### src/rtl/rtg_pkg.sv
`timescale 1ns/1ps
package rtg_pkg;
  localparam int WORD_W   = 7;
  localparam int CREDIT_W = 10;

  typedef enum logic [1:0] {
    AUX_OFF  = 2'd0,
    AUX_SYNC = 2'd1,
    AUX_HALF = 2'd2
  } aux_mode_e;
endpackage

### src/rtl/rtg_cfg_watch.sv
`timescale 1ns/1ps
module rtg_cfg_watch #(
  parameter int WORD_W = rtg_pkg::WORD_W
) (
  input  logic              clk_i,
  input  logic              rst_ni,
  input  logic              pd_ni,
  input  logic [WORD_W-1:0] ref_i,
  input  logic [WORD_W-1:0] fb_i,
  output logic              clear_o
);
  logic [WORD_W-1:0] ref_q, fb_q;

  always_ff @(posedge clk_i or negedge rst_ni) begin
    if (!rst_ni) begin
      ref_q <= '0;
      fb_q  <= '0;
    end else begin
      ref_q <= ref_i;
      fb_q  <= fb_i;
    end
  end

  assign clear_o = !pd_ni || (ref_i != ref_q) || (fb_i != fb_q);
endmodule

### src/rtl/rtg_credit_acc.sv
`timescale 1ns/1ps
module rtg_credit_acc #(
  parameter int WORD_W   = rtg_pkg::WORD_W,
  parameter int CREDIT_W = rtg_pkg::CREDIT_W
) (
  input  logic              clk_i,
  input  logic              rst_ni,
  input  logic              clear_i,
  input  logic              tick_i,
  input  logic [WORD_W-1:0] ref_i,
  input  logic [WORD_W-1:0] fb_i,
  output logic              emit_o,
  output logic              out_o,
  output logic              sync_o
);
  localparam int PAD = CREDIT_W - WORD_W;
  localparam logic signed [CREDIT_W-1:0] OFFSET = CREDIT_W'(2);

  logic signed [CREDIT_W-1:0] span_r, span_f, avail, credit_q;
  logic emit, out_q, sync_q;

  assign span_r = $signed({{PAD{1'b0}}, ref_i}) + OFFSET;
  assign span_f = $signed({{PAD{1'b0}}, fb_i}) + OFFSET;
  assign avail  = credit_q + (tick_i ? span_f : '0);
  // positive credit means an output edge is owed
  assign emit   = !avail[CREDIT_W-1] && (avail != '0);
  assign emit_o = emit && !clear_i;

  always_ff @(posedge clk_i or negedge rst_ni) begin
    if (!rst_ni) begin
      credit_q <= '0;
      out_q    <= 1'b0;
      sync_q   <= 1'b0;
    end else if (clear_i) begin
      credit_q <= '0;
      out_q    <= 1'b0;
      sync_q   <= 1'b0;
    end else begin
      credit_q <= avail - (emit ? span_r : '0);
      out_q    <= emit;
      // zero credit at an input edge: output edge lands exactly on it
      sync_q   <= tick_i && (credit_q == '0);
    end
  end

  assign out_o  = out_q;
  assign sync_o = sync_q;


  sync_has_tick_chk: assert property (@(posedge clk_i) disable iff (!rst_ni)
    sync_q |-> out_q);


  clear_zero_chk: assert property (@(posedge clk_i) disable iff (!rst_ni)
    clear_i |=> (credit_q == '0) && !out_q && !sync_q);
endmodule

### src/rtl/rtg_half_div.sv
`timescale 1ns/1ps
module rtg_half_div (
  input  logic clk_i,
  input  logic rst_ni,
  input  logic clear_i,
  input  logic ev_i,
  output logic half_o
);
  logic odd_q, half_q;

  always_ff @(posedge clk_i or negedge rst_ni) begin
    if (!rst_ni) begin
      odd_q  <= 1'b0;
      half_q <= 1'b0;
    end else if (clear_i) begin
      odd_q  <= 1'b0;
      half_q <= 1'b0;
    end else begin
      half_q <= ev_i && !odd_q;
      if (ev_i) odd_q <= !odd_q;
    end
  end

  assign half_o = half_q;


  half_alt_chk: assert property (@(posedge clk_i) disable iff (!rst_ni)
    half_q |=> !half_q);
endmodule

### src/rtl/rtg_aux_sel.sv
`timescale 1ns/1ps
module rtg_aux_sel
  import rtg_pkg::*;
(
  input  logic pd_ni,
  input  logic en_i,
  input  logic half_sel_i,
  input  logic sync_i,
  input  logic half_i,
  output logic aux_o,
  output logic valid_o
);
  aux_mode_e mode;

  always_comb begin
    if (!en_i || !pd_ni) mode = AUX_OFF;
    else if (half_sel_i) mode = AUX_HALF;
    else                 mode = AUX_SYNC;
  end

  always_comb begin
    unique case (mode)
      AUX_SYNC: aux_o = sync_i;
      AUX_HALF: aux_o = half_i;
      default:  aux_o = 1'b0;
    endcase
  end

  assign valid_o = (mode != AUX_OFF);
endmodule

### src/rtl/rate_tick_gen.sv
`timescale 1ns/1ps
module rate_tick_gen #(
  parameter int WORD_W   = rtg_pkg::WORD_W,
  parameter int CREDIT_W = rtg_pkg::CREDIT_W
) (
  input  logic              clk_i,
  input  logic              rst_ni,
  input  logic              pd_ni,
  input  logic              in_tick_i,
  input  logic [WORD_W-1:0] ref_word_i,
  input  logic [WORD_W-1:0] fb_word_i,
  input  logic              aux_en_i,
  input  logic              aux_half_sel_i,
  output logic              out_tick_o,
  output logic              out_valid_o,
  output logic              sync_o,
  output logic              half_o,
  output logic              aux_o,
  output logic              aux_valid_o
);
  logic clear, emit, out_q, sync_q, half_q;

  rtg_cfg_watch #(.WORD_W(WORD_W)) i_cfg (
    .clk_i, .rst_ni, .pd_ni,
    .ref_i   (ref_word_i),
    .fb_i    (fb_word_i),
    .clear_o (clear)
  );

  rtg_credit_acc #(.WORD_W(WORD_W), .CREDIT_W(CREDIT_W)) i_acc (
    .clk_i, .rst_ni,
    .clear_i (clear),
    .tick_i  (in_tick_i),
    .ref_i   (ref_word_i),
    .fb_i    (fb_word_i),
    .emit_o  (emit),
    .out_o   (out_q),
    .sync_o  (sync_q)
  );

  rtg_half_div i_half (
    .clk_i, .rst_ni,
    .clear_i (clear),
    .ev_i    (emit),
    .half_o  (half_q)
  );

  assign out_tick_o  = out_q  & pd_ni;
  assign sync_o      = sync_q & pd_ni;
  assign half_o      = half_q & pd_ni;
  assign out_valid_o = pd_ni;

  rtg_aux_sel i_aux (
    .pd_ni,
    .en_i       (aux_en_i),
    .half_sel_i (aux_half_sel_i),
    .sync_i     (sync_q),
    .half_i     (half_q),
    .aux_o,
    .valid_o    (aux_valid_o)
  );


  half_with_out_chk: assert property (@(posedge clk_i) disable iff (!rst_ni)
    half_q |-> out_q);


  pd_clears_chk: assert property (@(posedge clk_i) disable iff (!rst_ni)
    !pd_ni |=> !out_q && !half_q && !sync_q);
endmodule

### config.mk
export PLATFORM = sky130hd
export DESIGN_NAME = rate_tick_gen
export DESIGN_NICKNAME = d
export VERILOG_FILES = /design/src/rtl/rtg_pkg.sv /design/src/rtl/rtg_cfg_watch.sv /design/src/rtl/rtg_credit_acc.sv /design/src/rtl/rtg_half_div.sv /design/src/rtl/rtg_aux_sel.sv /design/src/rtl/rate_tick_gen.sv
export SDC_FILE = /design/constraint.sdc
export NUM_CORES = 1
export LEC_CHECK = 0
export BUFFER_PORTS_ARGS = -buffer_cell sky130_fd_sc_hd__buf_2
export CELL_PAD_IN_SITES_DETAIL_PLACEMENT = 0
export CELL_PAD_IN_SITES_GLOBAL_PLACEMENT = 1
export CORE_ASPECT_RATIO = 0.9
export CORE_MARGIN = 5
export CORE_UTILIZATION = 29
export CTS_BUF_LIST = sky130_fd_sc_hd__clkbuf_8
export DETAILED_ROUTE_END_ITERATION = 6
export PLACE_DENSITY = 0.61
export SLEW_MARGIN = 20
export SYNTH_ARGS = -nofsm -noshare
export SYNTH_HDL_FRONTEND = slang
export SYNTH_SLANG_ARGS = --single-unit
### constraint.sdc
create_clock -name clk_i -period 5 [get_ports clk_i]
set_clock_uncertainty 0.05 [all_clocks]
set_input_delay 0.5 -clock clk_i [delete_from_list [all_inputs] [get_ports clk_i]]
set_output_delay 0.5 -clock clk_i [all_outputs]
set_load 0.03 [all_outputs]
==> results of run 1 <==
==> per-layer routing <==
metal  share of wire (%)  global-route usage [%]  vias to the layer above
met5                   0                       0                        -
met4                   0                   0.683                        0
met3                 2.8                    2.39                        0
met2                  42                    18.5                       20
met1                  55                    19.2                      830
li1                    -                       -                      897
==> layout make-up <==
class	count	area (sq um)	area share [%]
sequential	28	701	26.8
tap	93	116	4.45
clock buffer	4	55.1	2.11
multi-input combinational	179	1340	51.2
timing repair buffer	57	365	14.0
inverter	10	37.5	1.44
==> sequential cells by signal, summed over array words and instances, names as in the netlist <==
register / cells
i_acc.credit_q: 10
i_cfg.fb_q: 7
i_cfg.ref_q: 7
i_acc.out_o: 1
i_acc.sync_o: 1
i_half.half_o: 1
i_half.odd_q: 1
==> placed cells by master (no fill, tap or decap), types with 2 or more instances in the layout <==
cell type / synthesis / routed
ha_1: 18 / 17
buf_2: 0 / 25
nor3b_1: 3 / 3
o21ai_0: 8 / 7
a21o_1: 2 / 2
or3_1: 4 / 4
xnor2_1: 24 / 24
nand3_1: 9 / 9
nor3_1: 10 / 10
a211oi_1: 6 / 6
xor2_1: 4 / 4
nor2b_1: 9 / 8
inv_1: 10 / 10
o21ai_1: 2 / 3
o21a_1: 3 / 3
nor2_1: 16 / 16
nand2b_1: 4 / 4
nand2_1: 10 / 10
buf_4: 2 / 32
a21oi_1: 6 / 6
nand4_1: 3 / 3
clkbuf_8: 0 / 4
a221oi_1: 2 / 2
and2_1: 10 / 10
dfrtp_1: 28 / 28
nor4_1: 3 / 3
nor4b_1: 2 / 2
==> power by group <==
group	leakage (nW)	internal [W]	switching, W
logic	0.840	0.0000843	0.0000818
registers	0.359	0.000232	0.00000233
clock network	0.0288	0.0000705	0.0000703
==> stage by stage <==
stage          util (%)  setup WS, ps  instance area (sq um)  power [W]  instances
2_1_floorplan         -          5.06                   2080   0.000334        221
5_1_grt            37.1          29.3                   2610   0.000576        371
3_3_place_gp       36.0          -103                   2530   0.000400        366
6_report           37.1           307                   2610   0.000541        371
4_1_cts            36.8          21.9                   2590   0.000542        370
3_5_place_dp       36.0          -257                   2530   0.000401        366
==> kinds of logic after synthesis <==
kind of cell	Yosys count	share of synthesized area, %
and+or+nand+nor	91	25.2
AOI/OAI and AO/OA	38	12.5
xor gates and xnor gates	29	12.6
DFF	28	33.7
adders and majority gates	20	12.7
buffers and inverters	14	2.88
muxes	1	0.481
==> worst paths after layout <==
check	to	slack [ps]	start	cells after the start
max	i_acc.credit_q[9]	310	fb_word_i[1]	23
max reg2reg	i_acc.credit_q[8]	750	i_acc.credit_q[1]	17
min	i_acc.credit_q[7]	170	rst_ni	1
min reg2reg	i_half.half_o	430	i_half.odd_q	1
min in group clk_i	i_cfg.ref_q[0]	320	ref_word_i[0]	1
max in group asynchronous	i_acc.sync_o	4310	rst_ni	1
==> worst max-delay path, cell delays in order <==
cell and delay [ps]:
buf_2 110, ha_1 200, buf_4 130, xor2_1 130, and2_1 160, ha_1 280, buf_4 150, o21ai_0 160
a21oi_1 90, or4b_2 620, nand3_1 200, nor4_4 90, buf_4 140, or3_1 350, ha_1 280, nor2b_1 150
o31a_1 250, o31ai_1 200, buf_4 150, a21oi_1 80, nor3_1 180, xnor2_1 140, nor2_1 50
==> timing repair <==
action                     in CTS  in global routing
setup endpoints to repair       0                  3
resized for setup               0                  4
buffers inserted                0                  1
==> impl_metrics.yaml, run 1 <==
synth:
  synthCells: 221
  synth_most_common_cell: "dfrtp_1"
  synth.area.top_cells: "dfrtp_1 34%, ha_1 11%, xnor2_1 10%"
  yosysTopAreaCell: "dfrtp_1"
  ys_async_sr_fraction_pct: 100
  synth_top_area_share_pct: 33.7
  ys_types: 46
  ys.warnings.count: 0
  avgSynthCellArea_sq_um: 9.42
  synth_edf_count: 0
  synth_nets: 261
  synth-seq-cells: 28
  syn_area_sq_mm: 0.00208
  synth_top_cells_by_count: "28 x dfrtp_1, 24 x xnor2_1, 18 x ha_1"
  yosysSeqAreaShare_pct: 33.7
  synth-main-ff-cell: "dfrtp_1"
sta:
  max_freq_mhz: 213
  setup_viol: 0
  finalCritPeriodShare_pct: 93.9
  rsz0062_at_grt: "false"
  hold_viol: 0
  fin_hold_ws_ps: 169
  worst_pin_slew_ps: 620
  fin_crit_ps: 4690
  slew_violations: 0
  setup_tns_ps: 0
  relSlewSlack_pct: 58.6
grt:
  grt_overflow: 0
  grt_start_max_net_pins: 29
  grt_pass1_wl_microns: 9120
  grt_pass1_vias: 1813
  antenna_found_initial: 0
  grt_usage_pct: 12.4
detailed_routing:
  wl_per_cell_microns: 14.1
  routed-via-count: 1747
  vias_per_cell: 4.71
  firstDrtPassIters: 4
  drc: 0
  postRouteAntennaNets: 0
  wirelength_microns: 5230
  drt_iter0_drc: 32
final_layout:
  nFillCells: 752
  nNetsFinal: 319
  drive_gt1_share_pct: 26.3
  area_delta_synth_final_pct: 25.5
  n_antenna_cell: 0
cts:
  cts_tree: "done"
  clock_latency_ps: 270
  cts-root-buf: "clkbuf_8"
  cts.sinks: 28
  cts_buffers: 3
  hold_buffers: 0
  clk_pin_slew_worst_paths_ps: 100
  htreeDepth: 1
  clk_path_buf_depth: 2
power_and_ir_drop:
  powerDensity_mw_per_mm2: 207
  p_leak_nw: 1.23
  vdd_drop_max_mv: 0.104
outcome:
  status: "completed"
flow_run:
  drv_cap: 0
floorplan:
  start_util_pct: 29.6
  pin_count: 26
  fp.dieW_microns: 99.3
  fp.dieArea_sq_mm: 0.00898
  rows: 29
  fp.coreArea_sq_mm: 0.00704
  die_h_microns: 90.4
critical_path:
  startpoint_type: "primary input"
  crit_required_ps: 5100
  cp-end-kind: "flop"
  path_max_fanout: 3
  critical_path_arrival_ps: 4800
  worstSetupPathType: "primary input to flop"
worst_hold_path:
  min_path_type: "primary input to async pin"
place:
  hpwl_microns: 4330
  place_congestion: 0.795
  numPortBuffers: 25
(Power assumes the default switching activity.)
==> run 2, diff against run 1 <==
--- a/config.mk
+++ b/config.mk
@@ -12,7 +12,9 @@
 export CORE_MARGIN = 5
 export CORE_UTILIZATION = 29
 export CTS_BUF_LIST = sky130_fd_sc_hd__clkbuf_8
+export CTS_CLUSTER_DIAMETER = 120
 export DETAILED_ROUTE_END_ITERATION = 6
+export GPL_TIMING_DRIVEN = 0
 export PLACE_DENSITY = 0.61
 export SLEW_MARGIN = 20
 export SYNTH_ARGS = -nofsm -noshare
==> impl_metrics.yaml, run 2 (synthesis results as in run 1) <==
outcome:
  status: "completed"
critical_path:
  cp_common_cell: "buf_4"
  crit_required_ps: 5110
  path_max_fanout: 8
  critical_path_arrival_ps: 4970
  slowest_stage: "or4b_4"
  cp_top_family: "simple AND/OR/NAND/NOR gates"
  cpPeakStageDelay_ps: 500
  startpoint_type: "primary input"
  worstSetupPathType: "primary input to flop"
  path_buf_inv: 9
  cp-end-kind: "flop"
detailed_routing:
  drt_iter0_drc: 84
  drc: 0
  wirelength_microns: 5310
  vias_per_cell: 4.73
  postRouteAntennaNets: 0
  routed-via-count: 1695
  wl_per_cell_microns: 14.8
  firstDrtPassIters: 4
place:
  place_ws_ps: -778
  placed_cells: 339
  place_congestion: 0.790
  numPortBuffers: 25
  hpwl_microns: 4020
floorplan:
  fp.dieW_microns: 99.3
  rows: 29
  start_util_pct: 29.6
  die_h_microns: 90.4
  fp.coreArea_sq_mm: 0.00704
  fp.dieArea_sq_mm: 0.00898
  pin_count: 26
cts:
  clk_pin_slew_worst_paths_ps: 100
  hold_buffers: 0
  cts.sinks: 28
  clock_latency_ps: 270
  cts_buffers: 3
  htreeDepth: 1
  clk_path_buf_depth: 2
  cts_tree: "done"
  cts-root-buf: "clkbuf_8"
worst_hold_path:
  min_path_type: "primary input to async pin"
grt:
  grt_usage_pct: 12.1
  antenna_found_initial: 0
  grt_overflow: 0
  grt_start_max_net_pins: 29
  grt_pass1_wl_microns: 8650
  grt_pass1_vias: 1676
sta:
  relSlewSlack_pct: 57.7
  setup_viol: 0
  max_freq_mhz: 205
  finalCritPeriodShare_pct: 97.4
  fin_ws_ps: 130
  slew_violations: 0
  hold_viol: 0
  fin_crit_ps: 4870
  worst_pin_slew_ps: 635
power_and_ir_drop:
  vdd_drop_max_mv: 0.0996
  switchingPower_w: 0.000165
  p_leak_nw: 1.18
  power.share.sequential_pct: 41.7
  p_clk_share_pct: 24.9
  internal_power_w: 0.000397
  p_comb_share_pct: 33.4
  swShare_pct: 29.4
  powerDensity_mw_per_mm2: 214
final_layout:
  nNetsFinal: 306
  largest_reg_flops: 10
  regMostFlops: "i_acc.credit_q"
  largest_registers: "i_acc.credit_q: 10 flops, i_cfg.fb_q: 7 flops, i_cfg.ref_q: 7 flops"
  area_delta_synth_final_pct: 26.1
  fin_cells: 358
  final_cell_mix: "28 x dfrtp_1, 23 x xnor2_1, 23 x buf_2"
  mostFrequentLayoutCell: "dfrtp_1"
  n_antenna_cell: 0
  drive_gt1_share_pct: 27.5
flow_run:
  drv_cap: 0
run 2: cell types whose count changed in the layout (fill, tap and decap cells not counted), sizes merged:
cell    delta
clkbuf     +4
buf       -17
run 2: area by class of cell:
class | count | area, sq um
Clock buffer | 4 | 55.1
Timing Repair Buffer | 40 | 250
Tap cell | 93 | 116
Inverter | 10 | 37.5
Buffer | 4 | 26.3
Fill cell | 719 | 4410
Multi-Input combinational cell | 179 | 1440
Sequential cell | 28 | 701
run 2: path summary, 6_finish.rpt:
path                                   startpoint                end  slack (ps)  depth (start not counted)
worst min register to register       i_half.odd_q      i_half.half_o         410                          1
min in group clk_i                  ref_word_i[0]     i_cfg.ref_q[0]         320                          1
worst max register to register  i_acc.credit_q[1]  i_acc.credit_q[2]         530                         20
worst max-delay path                 fb_word_i[2]  i_acc.credit_q[2]         130                         25
worst min-delay path                       rst_ni  i_acc.credit_q[5]         180                          1
max in group asynchronous                  rst_ni      i_cfg.fb_q[4]        4300                          1
run 2: through the flow:
| stage | hold slack (ps) | util, % | cell area [sq um] | TNS [ps] | total power, W |
|---|---|---|---|---|---|
| 2_1_floorplan | 154 | - | 2080 | 0 | 0.000334 |
| 4_1_cts | 203 | 35.7 | 2510 | 0 | 0.000546 |
| 3_3_place_gp | 411 | 33.0 | 2320 | -3010 | 0.000375 |
| 5_1_grt | 229 | 37.3 | 2630 | -31.1 | 0.000595 |
| 6_report | 184 | 37.3 | 2630 | 0 | 0.000563 |
| 3_5_place_dp | 404 | 33.0 | 2320 | -2780 | 0.000375 |
run 2: worst register-to-register path: cells and delay by family (launching register included):
| kind | cells | cell delay (ps) |
|---|---|---|
| AND/OR/NAND/NOR | 8 | 1830 |
| adder cells (fa/ha/maj) | 3 | 880 |
| AO/OA/AOI/OAI | 1 | 400 |
| flip-flops | 1 | 410 |
| buffers and inverters | 8 | 780 |
run 2: power by group through the flow:
| stage | clock [W] | combinational (W) | sequential [W] |
|---|---|---|---|
| detailed placement | 0 | 0.000136 | 0.000239 |
| floorplan | 0 | 0.0000952 | 0.000239 |
| finish | 0.000140 | 0.000188 | 0.000234 |
| global route | 0.000153 | 0.000206 | 0.000235 |
| global placement | 0 | 0.000136 | 0.000239 |
| CTS | 0.000147 | 0.000164 | 0.000235 |
run 2: layer usage:
layer / global-route usage [%] / vias to the layer above / part of all wire (%)
met5: 0 / - / 0
met4: 2.39 / 0 / 0.41
met3: 2.39 / 2 / 2.8
met2: 18.7 / 27 / 45
met1: 17.4 / 795 / 52
li1: - / 871 / -
run 2: timing repair:
action                     4_1_cts  5_1_grt
resized for setup                5       25
buffers inserted                15        0
pin swaps                        4        9
setup endpoints to repair        4        6
==> run 3, diff against run 2 <==
--- a/config.mk
+++ b/config.mk
@@ -5,7 +5,7 @@
 export SDC_FILE = /design/constraint.sdc
 export NUM_CORES = 1
 export LEC_CHECK = 0
-export BUFFER_PORTS_ARGS = -buffer_cell sky130_fd_sc_hd__buf_2
+export BUFFER_PORTS_ARGS = -buffer_cell sky130_fd_sc_hd__clkbuf_2
 export CELL_PAD_IN_SITES_DETAIL_PLACEMENT = 0
 export CELL_PAD_IN_SITES_GLOBAL_PLACEMENT = 1
 export CORE_ASPECT_RATIO = 0.9
==> impl_metrics.yaml, run 3 (synthesis results as in run 1) <==
floorplan:
  fp.coreArea_sq_mm: 0.00704
  fp.dieW_microns: 99.3
  rows: 29
  pin_count: 26
  die_h_microns: 90.4
  start_util_pct: 29.6
  fp.dieArea_sq_mm: 0.00898
outcome:
  status: "completed"
sta:
  max_freq_mhz: 205
  slew_violations: 0
  finalCritPeriodShare_pct: 97.5
  fin_hold_ws_ps: 194
  setup_tns_ps: 0
  hold_viol: 0
  fin_crit_ps: 4870
  setup_viol: 0
  worst_pin_slew_ps: 686
  relSlewSlack_pct: 54.3
critical_path:
  cp_top_family: "simple AND/OR/NAND/NOR gates"
  path_max_fanout: 8
  rr_worst_depth: 20
  crit_required_ps: 5110
  r2r-start: "i_acc.credit_q[1]"
  startpoint_type: "primary input"
  worstSetupPathType: "primary input to flop"
  r2r-end: "i_acc.credit_q[2]"
  cp_common_cell: "buf_4"
  cpPeakStageDelay_ps: 500
  cp-end-kind: "flop"
  slowest_stage: "or4b_4"
  path_buf_inv: 9
  critical_path_arrival_ps: 4980
  r2r_slack_ps: 460
final_layout:
  mostFrequentLayoutCell: "dfrtp_1"
  final_cell_mix: "28 x dfrtp_1, 24 x xnor2_1, 23 x clkbuf_2"
  area_delta_synth_final_pct: 25.4
  drive_gt1_share_pct: 25.8
  regMostFlops: "i_acc.credit_q"
  n_antenna_cell: 0
  largest_reg_flops: 10
  multi_input_area_sq_mm: 0.00140
  nNetsFinal: 308
  seqCellArea_sq_um: 701
  fin_cells: 360
  fin_area_sq_mm: 0.00261
  largest_registers: "i_acc.credit_q: 10 flops, i_cfg.fb_q: 7 flops, i_cfg.ref_q: 7 flops"
  nFillCells: 731
place:
  numPortBuffers: 25
  dpl_cell_area_sq_mm: 0.00232
  place_congestion: 0.775
  placed_cells: 339
  hpwl_microns: 4000
detailed_routing:
  drt_iter0_drc: 46
  drc: 0
  routed-via-count: 1716
  vias_per_cell: 4.77
  firstDrtPassIters: 4
  wl_per_cell_microns: 14.7
  postRouteAntennaNets: 0
  wirelength_microns: 5290
grt:
  grt_start_max_net_pins: 29
  grt_pass1_vias: 1749
  grt_pass1_wl_microns: 8640
  grt_overflow: 0
  antenna_found_initial: 0
  grt_usage_pct: 12.0
cts:
  clock_latency_ps: 280
  cts_buffers: 3
  htreeDepth: 1
  cts_tree: "done"
  cts.sinks: 28
  cts-root-buf: "clkbuf_8"
  clk_pin_slew_worst_paths_ps: 100
  clk_path_buf_depth: 2
power_and_ir_drop:
  p_leak_nw: 1.18
  vdd_drop_max_mv: 0.104
  powerDensity_mw_per_mm2: 229
flow_run:
  drv_cap: 0
worst_hold_path:
  min_path_type: "primary input to async pin"
[run 3: cell count changes in the layout (fill, tap and decap cells not counted), sizes merged]
cell | before | now
buf | 40 | 20
clkbuf | 8 | 29
bufinv | 0 | 1
[run 3: worst max-delay path by stage]
stage / to / slack, ps / start / depth (start not counted)
global route: i_acc.credit_q[4] / -30 / fb_word_i[3] / 24
CTS: i_acc.credit_q[8] / 4 / fb_word_i[2] / 22
detailed placement: i_acc.credit_q[8] / -780 / fb_word_i[1] / 22
floorplan: i_acc.credit_q[8] / 5 / fb_word_i[1] / 21
finish: i_acc.credit_q[2] / 130 / fb_word_i[2] / 25
global placement: i_acc.credit_q[8] / -830 / fb_word_i[1] / 22
[run 3: layer usage]
layer	track usage (%)	share of wire (%)
met1	17.5	50
met2	18.2	45
met3	2.32	3.8
met4	2.50	1.6
met5	0	0
[run 3: metrics by stage]
stage	util (%)	worst slack [ps]	power, W
6_report	37.1	127	0.000599
5_1_grt	37.1	-27.0	0.000636
2_1_floorplan	-	5.06	0.000334
3_3_place_gp	33.0	-826	0.000375
4_1_cts	36.1	4.34	0.000589
3_5_place_dp	33.0	-782	0.000375
[run 3: cell type report]
class | instances | share of cell area (%)
plain buffers | 4 | 1.01
repair buffers | 42 | 9.87
well taps | 93 | 4.46
clock buffers | 3 | 1.58
multi-input cells | 179 | 53.7
flip-flops and latches | 28 | 26.8
inverters | 10 | 1.44
clock inverters | 1 | 1.15
[run 3: power by group]
| part | internal, W | switching, W | total [W] |
|---|---|---|---|
| clock | 0.000107 | 0.0000743 | 0.000182 |
| sequential | 0.000232 | 0.00000231 | 0.000234 |
| combinational | 0.0000923 | 0.0000910 | 0.000183 |
| total | 0.000432 | 0.000168 | 0.000599 |
[run 3: timing repair]
| action | in CTS | in global routing |
|---|---|---|
| setup buffers | 15 | 2 |
| hold buffers | 0 | 0 |
| gates resized for setup | 10 | 14 |
| endpoints found under the setup margin | 5 | 6 |
| pin swaps | 3 | 8 |
| hold endpoints to repair | 0 | 0 |
